[src/rtl/ramclr_pkg.sv]
package ramclr_pkg;

    parameter int RAM_BYTES   = 114;
    parameter int ADDR_W      = $clog2(RAM_BYTES);
    parameter int DATA_W      = 8;
    parameter int CTL_W       = 8;
    parameter int CLR_EN_BIT  = 4;
    parameter int IRQ_EN_BIT  = 2;
    parameter int SYNC_STAGES = 2;

    localparam logic [ADDR_W-1:0] LAST_ADDR = ADDR_W'(RAM_BYTES - 1);

    typedef enum logic [0:0] {
        SW_IDLE  = 1'b0,
        SW_SWEEP = 1'b1
    } sweep_state_e;

    typedef struct packed {
        logic              we;
        logic [ADDR_W-1:0] addr;
        logic [DATA_W-1:0] data;
    } ram_wr_t;

    typedef struct packed {
        logic clr_en;
        logic irq_en;
    } ctl_bits_t;

    function automatic logic is_last(input logic [ADDR_W-1:0] a);
        return a == LAST_ADDR;
    endfunction

    function automatic ctl_bits_t decode_ctl(input logic [CTL_W-1:0] w);
        ctl_bits_t c;
        c.clr_en = w[CLR_EN_BIT];
        c.irq_en = w[IRQ_EN_BIT];
        return c;
    endfunction

endpackage

[src/rtl/ramclr_ctl_reg.sv]
module ramclr_ctl_reg
    import ramclr_pkg::*;
(
    input  logic             clk,
    input  logic             rst,
    input  logic             ctl_we,
    input  logic [CTL_W-1:0] ctl_wdata,
    output ctl_bits_t        ctl
);

    always_ff @(posedge clk) begin
        if (rst) begin
            ctl <= '0;
        end else if (ctl_we) begin
            ctl <= decode_ctl(ctl_wdata);
        end
    end

endmodule

[src/rtl/ramclr_sync.sv]
module ramclr_sync
    import ramclr_pkg::*;
#(
    parameter int STAGES = SYNC_STAGES
) (
    input  logic clk,
    input  logic rst,
    input  logic pin_n,
    output logic fall
);

    logic [STAGES:0] chain;

    always_ff @(posedge clk) begin
        if (rst) begin
            chain <= '1;
        end else begin
            chain <= {chain[STAGES-1:0], pin_n};
        end
    end

    // chain[STAGES-1] is the synchronized level, chain[STAGES] its previous value
    assign fall = chain[STAGES] & ~chain[STAGES-1];

endmodule

[src/rtl/ramclr_sweep.sv]
module ramclr_sweep
    import ramclr_pkg::*;
(
    input  logic              clk,
    input  logic              rst,
    input  logic              start,
    output logic              busy,
    output logic [ADDR_W-1:0] addr,
    output logic              finish
);

    sweep_state_e state;

    always_ff @(posedge clk) begin
        if (rst) begin
            state <= SW_IDLE;
            addr  <= '0;
        end else begin
            unique case (state)
                SW_IDLE: begin
                    if (start) begin
                        state <= SW_SWEEP;
                        addr  <= '0;
                    end
                end
                SW_SWEEP: begin
                    if (is_last(addr)) begin
                        state <= SW_IDLE;
                        addr  <= '0;
                    end else begin
                        addr <= addr + ADDR_W'(1);
                    end
                end
                default: state <= SW_IDLE;
            endcase
        end
    end

    assign busy   = (state == SW_SWEEP);
    assign finish = busy & is_last(addr);

endmodule

[src/rtl/ramclr_status.sv]
module ramclr_status
    import ramclr_pkg::*;
(
    input  logic clk,
    input  logic rst,
    input  logic set,
    input  logic rd,
    input  logic irq_en,
    output logic done,
    output logic irq_n
);

    always_ff @(posedge clk) begin
        if (rst) begin
            done <= 1'b0;
        end else if (set) begin
            done <= 1'b1;
        end else if (rd) begin
            done <= 1'b0;
        end
    end

    assign irq_n = ~(done & irq_en);

endmodule

[src/rtl/ramclr_top.sv]
module ramclr_top
    import ramclr_pkg::*;
(
    input  logic              clk,
    input  logic              rst,
    input  logic              ctl_we,
    input  logic [CTL_W-1:0]  ctl_wdata,
    input  logic              clr_n,
    input  logic              host_we,
    input  logic [ADDR_W-1:0] host_addr,
    input  logic [DATA_W-1:0] host_wdata,
    input  logic              done_rd,
    output logic              ram_we,
    output logic [ADDR_W-1:0] ram_addr,
    output logic [DATA_W-1:0] ram_wdata,
    output logic              busy,
    output logic              done,
    output logic              irq_n
);

    ctl_bits_t         ctl;
    logic              clr_fall;
    logic              sweep_busy;
    logic              sweep_finish;
    logic [ADDR_W-1:0] sweep_addr;
    ram_wr_t           host_wr;
    ram_wr_t           sweep_wr;
    ram_wr_t           port_wr;

    ramclr_ctl_reg u_ctl (
        .clk       (clk),
        .rst       (rst),
        .ctl_we    (ctl_we),
        .ctl_wdata (ctl_wdata),
        .ctl       (ctl)
    );

    ramclr_sync #(.STAGES(SYNC_STAGES)) u_sync (
        .clk   (clk),
        .rst   (rst),
        .pin_n (clr_n),
        .fall  (clr_fall)
    );

    ramclr_sweep u_sweep (
        .clk    (clk),
        .rst    (rst),
        .start  (clr_fall & ctl.clr_en),
        .busy   (sweep_busy),
        .addr   (sweep_addr),
        .finish (sweep_finish)
    );

    ramclr_status u_status (
        .clk    (clk),
        .rst    (rst),
        .set    (sweep_finish),
        .rd     (done_rd),
        .irq_en (ctl.irq_en),
        .done   (done),
        .irq_n  (irq_n)
    );

    always_comb begin
        host_wr.we    = host_we;
        host_wr.addr  = host_addr;
        host_wr.data  = host_wdata;
        sweep_wr.we   = 1'b1;
        sweep_wr.addr = sweep_addr;
        sweep_wr.data = '0;
        port_wr       = sweep_busy ? sweep_wr : host_wr;
    end

    assign ram_we    = port_wr.we;
    assign ram_addr  = port_wr.addr;
    assign ram_wdata = port_wr.data;
    assign busy      = sweep_busy;

endmodule

[config.mk]
export PLATFORM = sky130hd
export DESIGN_NAME = ramclr_top
export DESIGN_NICKNAME = d
export VERILOG_FILES = /design/src/rtl/ramclr_pkg.sv /design/src/rtl/ramclr_ctl_reg.sv /design/src/rtl/ramclr_sync.sv /design/src/rtl/ramclr_sweep.sv /design/src/rtl/ramclr_status.sv /design/src/rtl/ramclr_top.sv
export SDC_FILE = /design/constraint.sdc
export NUM_CORES = 1
export LEC_CHECK = 0
export ABC_CLOCK_PERIOD_IN_PS = 1600
export CAP_MARGIN = 40
export CORE_MARGIN = 2
export CORE_UTILIZATION = 45
export DETAILED_ROUTE_END_ITERATION = 10
export DONT_BUFFER_PORTS = 1
export GPL_ROUTABILITY_DRIVEN = 0
export PLACE_DENSITY = 0.59
export SYNTH_ARGS = -nofsm -noshare
export SYNTH_HDL_FRONTEND = slang
export SYNTH_SLANG_ARGS = --single-unit
[constraint.sdc]
create_clock -name clk -period 1.6 [get_ports clk]
set_input_delay 0.16 -clock clk [delete_from_list [all_inputs] [get_ports clk]]
set_output_delay 0.16 -clock clk [all_outputs]
set_load 0.01 [all_outputs]
==> summary.txt, run 1 <==
Status
  • Status: completed

Synth
  • Ys flop type: dfxtp_1
  • Synthesized area per cell: 8.94 µm²
  • Synthesized cell area: 742 µm²
  • Async S/R FF share, synth: 0%
  • EDFF count, synth: 0
  • Largest cells by area after synthesis: dfxtp_1 (38%), mux2_2 (11%), nor2b_1 (7.6%)
  • Synth warnings: 0
  • Synth top area share: 37.8%
  • Syn nets: 114
  • Synth cell types: 29
  • Seq/Total Area, Yosys: 37.8%
  • Largest area contributor in the netlist: dfxtp_1
  • #FFs+latches synth: 14
  • Gate count after technology mapping: 83

Finish
  • Final instance area: 807 µm²
  • Layout area overhead: 8.77%
  • Final #Nets: 120
  • Diode count: 0
  • Most frequent cells in the layout: dfxtp_1 (13), nor2b_1 (9), nand2_1 (9)
  • Multi-input logic area: 444 µm²
  • Fill cells: 150
  • FF+latch area: 282 µm²
  • Ratio of cells with drive above 1 in the final layout: 25.3%
  • Most common cell after layout, fill and taps aside: dfxtp_1

Setup path
  • Worst path max stage delay: 0.44 ns
  • Critical path required time: 1.44 ns
  • Data arrival, critical path: 1.33 ns
  • WS Path Type: flop to output pin
  • CP Cell Sequence: buf_4 -> mux2_2
  • CP startpoint kind: flop
  • Worst setup EP type: output pin
  • Critical-path top delay cell: dfxtp_2
  • Crit Path Max Fanout: 13
  • Top cell family by delay on the critical path: flip-flops
  • Bufs and invs on worst path: 1

Clocking
  • Clock buffer depth: 2
  • Clk sinks: 14
  • Clk_lat worst skew: 0.27 ns
  • Post-CTS Setup Inserts: 0
  • Htree depth: 1
  • CTS buffer count: 3
  • TritonCTS clock tree: built
  • Reg clk slew, reported paths: 0.08 ns
  • Clock root buffer: clkbuf_4

Routing
  • DR vias: 592
  • Drt via density: 5.75
  • First-pass DRT Iterations: 2
  • Antenna-violating nets left: 0
  • Total wire length: 1.32 mm
  • # DRC: 0
  • Starting DRT DRC Count: 6
  • DR WL/cell: 12.8 µm

Die
  • I/O pin cnt: 48
  • Core area: 1520 µm²
  • Initial Util: 48.7%
  • DIE AREA: 1990 µm²
  • Die Wd: 44.6 µm
  • FP Rows: 14
  • Die Y-Extent: 44.6 µm

STA
  • Setup_tns: 0 ns
  • Period minus WS final: 1.49 ns
  • Period Utilization, post-route: 93.1%
  • Maximum clock frequency: 671 MHz
  • Final Hold Fails: 0
  • Worst Clk Skew: 0.00141 ns
  • RSZ-0062 raised after global routing: no
  • Pins Over Slew Limit: 0
  • Rel. slew slack: 68.9%
  • Final setup vio count: 0
  • Worst slew pin tran: 0.464 ns

Power and ir drop
  • Peak VDD IR: 543 µV
  • Switching pwr: 0.000143 W
  • Seq pwr share: 58.5%
  • Internal: 0.000471 W
  • Power share of the combinational group: 9.7%
  • Leak pwr: 0.293 nW
  • Clk pwr share: 31.7%
  • Pwr per Cell Area: 760 nW/µm²
  • Switching Share: 23.3%

Global route
  • Largest net degree at the start of global routing: 14
  • GRT Total Usage: 14.9%
  • Initial antenna violation count: 0
  • Total congestion overflow: 0
  • Vias in the first global route: 490
  • First-pass GRT wire length: 2.12 mm

Flow run
  • Max_cap viols: 0

Min path
  • Worst Hold Class: input pin to flop

Placement
  • Placed inst area: 763 µm²
  • Final HPWL DP: 985 µm
  • I/O Buffers: 0
cell usage after synthesis (2+ instances only):
| library cell | instances |
|---|---|
| buf_2 | 2 |
| a21oi_1 | 4 |
| ha_1 | 2 |
| nand2_1 | 9 |
| or2_2 | 4 |
| nor2b_1 | 9 |
| mux2i_1 | 2 |
| o21ai_1 | 5 |
| mux2_2 | 7 |
| dfxtp_1 | 14 |
| nand3_1 | 3 |
| nor2_1 | 4 |
| o21ai_0 | 2 |
metrics by stage:
stage	util, %	setup slack (ns)	hold slack [ns]	cells	power, W
floorplan	-	0.380	0.264	83	0.000419
global placement	50.1	0.234	0.234	98	0.000422
detailed placement	50.1	0.236	0.237	98	0.000422
CTS	53.0	0.0905	0.0332	103	0.000623
global route	53.0	0.0326	0.0261	103	0.000646
finish	53.0	0.111	0.0353	103	0.000614
layer usage:
metal / track usage, % / up-vias / share of wire [%]
li1: - / 294 / -
met4: 9.09 / 0 / 1.1
met5: 0 / - / 0
met1: 17.7 / 265 / 43
met3: 3.67 / 2 / 8.7
met2: 23.8 / 31 / 47
power by group through the flow:
stage / clock (W) / combinational, W / sequential, W
after floorplan: 0 / 0.0000524 / 0.000366
after global placement: 0 / 0.0000548 / 0.000367
after detailed placement: 0 / 0.0000547 / 0.000367
after CTS: 0.000203 / 0.0000604 / 0.000359
after global routing: 0.000220 / 0.0000654 / 0.000360
final: 0.000195 / 0.0000597 / 0.000359
cells by family (layout without fill, tap and decap cells):
group,Yosys count,count (layout),synth area share (%)
muxes,9,9,13.3
adders and majority gates,2,2,3.37
AOI/OAI and AO/OA,13,13,10.1
buffers and inverters,4,8,2.36
and+or+nand+nor,40,40,31.9
DFF,14,14,37.8
xor gates and xnor gates,1,1,1.18
worst reg2reg max path: cells and delay by family (launching register included):
kind	cells	cell delay, ns
and+or+nand+nor	3	0.57
adders and majority gates	1	0.18
DFF	1	0.44
AOI/OAI and AO/OA	1	0.09
sequential cells by signal (all words and copies together) (netlist names):
name and cells:
u_ctl.ctl 2, u_status.done 1, u_sweep.addr 7, u_sweep.busy 1, u_sync.chain 3
final timing paths:
check | start | slack, ns | cells after the start | endpoint
worst max-delay path | u_sweep.busy | 0.11 | 2 | ram_addr[6]
worst min-delay path | ctl_wdata[2] | 0.04 | 2 | u_ctl.ctl[0]
worst min register to register | u_sync.chain[0] | 0.41 | 1 | u_sync.chain[1]
worst max register to register | u_sweep.addr[0] | 0.22 | 5 | u_sweep.addr[5]
timing repair:
item / 4_1_cts / 5_1_grt
hold buffers: 2 / 0
hold endpoints to repair: 7 / 0
endpoints found under the setup margin: 3 / 0
gates resized for setup: 1 / 0
layout make-up:
| class | count | share of cell area (%) |
|---|---|---|
| inverters | 1 | 0.465 |
| well taps | 16 | 2.48 |
| repair buffers | 4 | 4.34 |
| flip-flops and latches | 14 | 34.9 |
| multi-input cells | 65 | 55.0 |
| clock buffers | 3 | 2.79 |
Note: power is estimated with default switching activity, not from simulation.
==> inputs of run 2 (changes only) <==
--- a/config.mk
+++ b/config.mk
@@ -16,3 +16,4 @@
 export SYNTH_ARGS = -nofsm -noshare
 export SYNTH_HDL_FRONTEND = slang
+export SYNTH_HIERARCHICAL = 1
 export SYNTH_SLANG_ARGS = --single-unit
==> constraint.sdc (replaced) <==
create_clock -name clk -period 1.6 [get_ports clk]
set_input_delay 0.16 -clock clk [delete_from_list [all_inputs] [get_ports clk]]
set_output_delay 0.16 -clock clk [all_outputs]
set_load 0.1 [all_outputs]
==> run 2 against run 1 <==
Against the previous run: the run now ends with negative setup slack left; non-clock buffer count increased by 21; area after synthesis increased by 11%; critical path depth unchanged; sequential share of layout area decreased by 9.9 points; sequential cell count unchanged; final cell count increased by 35%; combinational power increased to 4.7 times the previous value; count of clock-buffer cells in the layout increased by 1; core utilization increased by 13 points; synthesized cell count increased by 7.2%; die area increased by 10%; largest power group unchanged.
==> summary.txt, run 2 <==
Clocking
  • Reg clk slew, reported paths: 0.08 ns
  • CTS buffer count: 3
  • Clock root buffer: clkbuf_4
  • Clock buffer depth: 2
  • TritonCTS clock tree: built
  • Clk sinks: 14
  • Htree depth: 1
  • Clk_lat worst skew: 0.29 ns

Finish
  • Fill cells: 149
  • Biggest regs: u_sweep/addr: 7 flops, u_sync/chain: 3 flops, u_ctl/ctl: 2 flops
  • Ratio of cells with drive above 1 in the final layout: 47.4%
  • Max FFs per register: 7
  • Top reg by flops: u_sweep/addr
  • Diode count: 0
  • Most frequent cells in the layout: buf_4 (18), dfxtp_1 (11), nor2b_2 (6)
  • Layout area overhead: 39.2%
  • Final #Nets: 146
  • Most common cell after layout, fill and taps aside: buf_4

Flow run
  • Max_cap viols: 0

Die
  • I/O pin cnt: 48
  • DIE AREA: 2190 µm²
  • Initial Util: 47.8%
  • FP Rows: 15
  • Core area: 1730 µm²
  • Die Wd: 46.8 µm
  • Die Y-Extent: 46.8 µm

Routing
  • First-pass DRT Iterations: 4
  • Starting DRT DRC Count: 22
  • # DRC: 0
  • Drt via density: 5.60
  • DR WL/cell: 14.2 µm
  • Antenna-violating nets left: 0
  • DR vias: 778
  • Total wire length: 1.98 mm

Synth
  • Synth top area share: 34.0%
  • Async S/R FF share, synth: 0%
  • Synthesized area per cell: 9.26 µm²
  • Synthesized cell area: 825 µm²
  • Post-synth top cells: dfxtp_1 (14), nor2b_1 (8), mux2_2 (6), inv_1 (5), o21ai_0 (5)
  • #FFs+latches synth: 14
  • Largest area contributor in the netlist: dfxtp_1
  • Largest cells by area after synthesis: dfxtp_1 (34%), mux2_2 (8.2%), nor2b_1 (6.1%)
  • Ys flop type: dfxtp_1
  • Gate count after technology mapping: 89
  • Synth cell types: 38
  • Syn nets: 120
  • EDFF count, synth: 0
  • Synth warnings: 6
  • Top-count cell post-synth: dfxtp_1
  • Seq/Total Area, Yosys: 34.0%

Placement
  • Pre-CTS setup slack: 0.0687 ns
  • Final HPWL DP: 1.42 mm
  • I/O Buffers: 0

STA
  • Rel. slew slack: 65.7%
  • Worst slew pin tran: 0.512 ns
  • Maximum clock frequency: 623 MHz
  • Pins Over Slew Limit: 0
  • Final WS setup: -0.00621 ns
  • Worst Clk Skew: 0.00264 ns
  • RSZ-0062 raised after global routing: yes
  • Setup_tns: -0.0265 ns
  • Period minus WS final: 1.61 ns
  • Final Hold Fails: 0
  • Period Utilization, post-route: 100%
  • Final setup vio count: 5

Setup path
  • Data arrival, critical path: 1.45 ns
  • CP startpoint kind: flop
  • Critical path required time: 1.44 ns
  • Crit Path Max Fanout: 19
  • Worst setup EP type: output pin
  • WS Path Type: flop to output pin

Global route
  • Vias in the first global route: 608
  • GRT Total Usage: 18.0%
  • Largest net degree at the start of global routing: 20
  • Total congestion overflow: 0
  • First-pass GRT wire length: 2.73 mm
  • Initial antenna violation count: 0

Status
  • Failing checks: negative setup slack
  • Status: finished with violations

Min path
  • Worst Hold Class: input pin to flop

Power and ir drop
  • Final Total Pwr: 0.000903 W
  • Pwr per Cell Area: 787 nW/µm²
  • Leak pwr: 0.445 nW
  • Peak VDD IR: 590 µV
[run 2: cell count changes after synthesis, moves of 3 or more]
cell,delta
nand2_1,-5
o21ai_1,-5
inv_1,+4
or2_1,+4
or2_2,-4
a21oi_1,-3
and2b_1,+3
o21ai_0,+3
[run 2: repair_timing]
action	CTS	global route
resized for setup	0	4
endpoints found under the setup margin	6	7
pin swaps	0	1
buffers inserted	0	0
endpoints found under the hold margin	13	0
hold buffers	2	0
gates cloned	0	0
[run 2: cell type report]
class | count | area, µm² | share of cell area (%)
inverter | 5 | 18.8 | 1.64
clock buffer | 4 | 36.3 | 3.16
timing repair buffer | 25 | 255 | 22.2
tap | 25 | 31.3 | 2.73
sequential | 14 | 287 | 25.0
multi-input combinational | 66 | 519 | 45.3
[run 2: per-layer routing]
metal | vias up | share of wire, % | global-route usage (%) | wire, µm
met1 | 351 | 43 | 24.6 | 855
met5 | - | 0 | 0 | 0
li1 | 370 | - | - | -
met4 | 0 | 1.1 | 8.33 | 21
met3 | 2 | 12 | 3.85 | 233
met2 | 55 | 44 | 27.1 | 868
[run 2: worst paths after layout]
kind	startpoint	endpoint	slack (ns)	cells after the start
min reg2reg	u_sync/chain[0]	u_sync/chain[1]	0.43	1
min	ctl_wdata[2]	u_ctl/ctl[0]	0.02	2
max reg2reg	u_sync/chain[2]	u_sweep/addr[6]	0.08	5
max	u_sweep/busy	ram_addr[4]	-0.006	2
[run 2: stage by stage]
stage | cells | hold WS (ns) | instance area [µm²] | utilization [%]
after floorplan | 89 | 0.215 | 848 | -
after global placement | 133 | 0.219 | 1080 | 62.6
after detailed placement | 133 | 0.221 | 1080 | 62.6
after CTS | 139 | 0.0228 | 1140 | 65.9
after global routing | 139 | 0.0353 | 1150 | 66.4
final | 139 | 0.0237 | 1150 | 66.4
[run 2: cell families (layout without fill, tap and decap cells)]
kind of cell / Yosys count / after routing / share of synthesized area [%]
AOI/OAI and AO/OA: 16 / 16 / 14.6
adders and majority gates: 2 / 2 / 3.03
buffers and inverters: 9 / 34 / 6.37
DFF: 14 / 14 / 34.0
muxes: 9 / 9 / 12.4
and+or+nand+nor: 39 / 39 / 29.6
[run 2: critical path, cell delays in order, from the launching register on]
cell and delay, ns:
dfxtp_4 0.42, buf_12 0.17, mux2_2 0.56
[run 2: power breakdown]
| group | leakage, nW | switching [W] | total [W] | internal (W) |
|---|---|---|---|---|
| sequential | 0.116 | 0.00000436 | 0.000358 | 0.000354 |
| clock | 0.0210 | 0.000123 | 0.000262 | 0.000139 |
| combinational | 0.308 | 0.000214 | 0.000283 | 0.0000686 |
==> inputs of run 3 (changes only) <==
MAX_ROUTING_LAYER = met4   (was unset)
SLEW_MARGIN = 10   (was unset)
==> run 3 against run 2 <==
Against the previous run: sequential share of layout area unchanged; critical path type unchanged; combinational power about the same; largest cell class unchanged; non-clock buffer count unchanged; clock power about the same; first-iteration DRC count down 9.1%; routed wire length down 0.76%; the run still ends with negative setup slack left; maximum frequency about the same; core utilization unchanged; cell area unchanged; die area unchanged.
==> summary.txt, run 3 (same netlist as run 2, synthesis figures left out) <==
Min path
  • Worst Hold Class: input pin to flop
  • Hold Path Stages: 2
  • Hold endpoint: u_ctl/ctl[0]
  • Hold Crit Start: ctl_wdata[2]

Status
  • Status: finished with violations
  • Failing checks: negative setup slack

Setup path
  • Register-to-Register Path Depth: 5
  • Reg-to-reg critical path endpoint: u_sweep/addr[6]
  • Worst setup EP type: output pin
  • WS Path Type: flop to output pin
  • Crit Path Max Fanout: 19
  • Critical path required time: 1.44 ns
  • Data arrival, critical path: 1.45 ns
  • R2r startpoint: u_sync/chain[2]
  • R2r setup slk: 0.08 ns
  • CP startpoint kind: flop

STA
  • Final hold slack: 0.0237 ns
  • Final Hold Fails: 0
  • Final setup vio count: 5
  • Period minus WS final: 1.61 ns
  • RSZ-0062 raised after global routing: yes
  • Rel. slew slack: 65.8%
  • Final WS setup: -0.00693 ns
  • Worst Clk Skew: 0.00240 ns
  • Worst slew pin tran: 0.511 ns
  • Period Utilization, post-route: 100%
  • Pins Over Slew Limit: 0
  • Maximum clock frequency: 622 MHz

Finish
  • Max FFs per register: 7
  • Layout area overhead: 39.2%
  • Diode count: 0
  • Top reg by flops: u_sweep/addr
  • Post-Layout Cell Count: 139
  • Fill cells: 149
  • Biggest regs: u_sweep/addr: 7 flops, u_sync/chain: 3 flops, u_ctl/ctl: 2 flops
  • Ratio of cells with drive above 1 in the final layout: 47.4%
  • Final cell utilization of the core: 66.4%
  • Most frequent cells in the layout: buf_4 (18), dfxtp_1 (11), nor2b_2 (6)
  • Final #Nets: 146
  • Most common cell after layout, fill and taps aside: buf_4

Routing
  • First-pass DRT Iterations: 4
  • Antenna-violating nets left: 0
  • Total wire length: 1.97 mm
  • # DRC: 0
  • Drt via density: 5.66
  • DR WL/cell: 14.1 µm
  • DR vias: 787
  • Starting DRT DRC Count: 20

Die
  • FP Rows: 15
  • DIE AREA: 2190 µm²
  • Core area: 1730 µm²
  • Die Wd: 46.8 µm
  • Initial Util: 47.8%
  • Die Y-Extent: 46.8 µm
  • I/O pin cnt: 48

Flow run
  • Max_cap viols: 0

Clocking
  • Htree depth: 1
  • Post-CTS Setup Inserts: 0
  • Clk_lat worst skew: 0.29 ns
  • Clk sinks: 14
  • TritonCTS clock tree: built
  • Clock buffer depth: 2
  • CTS buffer count: 3
  • Reg clk slew, reported paths: 0.08 ns
  • Clock root buffer: clkbuf_4

Power and ir drop
  • Peak VDD IR: 590 µV
  • Switching pwr: 0.000342 W
  • Clk pwr share: 29.0%
  • Seq pwr share: 39.7%
  • Leak pwr: 0.445 nW
  • Pwr per Cell Area: 787 nW/µm²
  • Power share of the combinational group: 31.3%
  • Internal: 0.000561 W
  • Switching Share: 37.9%

Global route
  • GR Util met2: 27.1%
  • Global routing's busiest layer: met2
  • Met3 usage: 3.85%
  • Total congestion overflow: 0
  • Vias in the first global route: 610
  • GRT Total Usage: 18.6%
  • Largest net degree at the start of global routing: 20
  • First-pass GRT wire length: 2.73 mm
  • Met1 Use GR: 24.6%
  • Initial antenna violation count: 0

Placement
  • Pre-CTS setup slack: 0.0687 ns
  • I/O Buffers: 0
  • Final HPWL DP: 1.42 mm
  • Cell total after placement: 133
run 3: routing by layer:
| layer | share of wire (%) | up-vias |
|---|---|---|
| met5 | 0 | - |
| met4 | 1.1 | 0 |
| met3 | 13 | 2 |
| met2 | 44 | 56 |
| met1 | 42 | 358 |
| li1 | - | 371 |
run 3: per-stage QoR:
| stage | total power (W) | instance area [µm²] | TNS, ns |
|---|---|---|---|
| 2_1_floorplan | 0.000593 | 848 | -0.568 |
| 3_3_place_gp | 0.000638 | 1080 | 0 |
| 3_5_place_dp | 0.000639 | 1080 | 0 |
| 4_1_cts | 0.000908 | 1140 | -0.0479 |
| 5_1_grt | 0.000932 | 1150 | -0.232 |
| 6_report | 0.000903 | 1150 | -0.0302 |
run 3: worst max-delay path by stage:
stage                                from               to  depth (start not counted)
after floorplan              u_sweep/busy     ram_wdata[0]                          3
after global placement    u_sync/chain[2]  u_sweep/addr[6]                          5
after detailed placement  u_sync/chain[2]  u_sweep/addr[6]                          5
after CTS                    u_sweep/busy      ram_addr[4]                          2
after global routing         u_sweep/busy      ram_addr[3]                          2
final                        u_sweep/busy      ram_addr[4]                          2
run 3: power by group through the flow:
stage	registers (W)	clock network [W]	logic, W
2_1_floorplan	0.000368	0	0.000224
3_3_place_gp	0.000366	0	0.000272
3_5_place_dp	0.000366	0	0.000273
4_1_cts	0.000358	0.000268	0.000282
5_1_grt	0.000359	0.000283	0.000290
6_report	0.000358	0.000262	0.000283
run 3: layout make-up:
type | count | area [µm²] | area share (%)
clock buffer | 4 | 36.3 | 3.16
inverter | 5 | 18.8 | 1.64
timing repair buffer | 25 | 255 | 22.2
multi-input combinational | 66 | 519 | 45.3
tap | 25 | 31.3 | 2.73
sequential | 14 | 287 | 25.0
run 3: what timing repair did:
item	4_1_cts	5_1_grt
gates cloned	0	0
hold endpoints to repair	13	0
pin swaps	0	1
setup endpoints to repair	6	7
gates resized for setup	0	4
hold buffers	2	0
run 3: worst max-delay path, cell delays in order, from the launching register on:
cell     delay, ns
dfxtp_4       0.42
buf_12        0.17
mux2_2        0.56
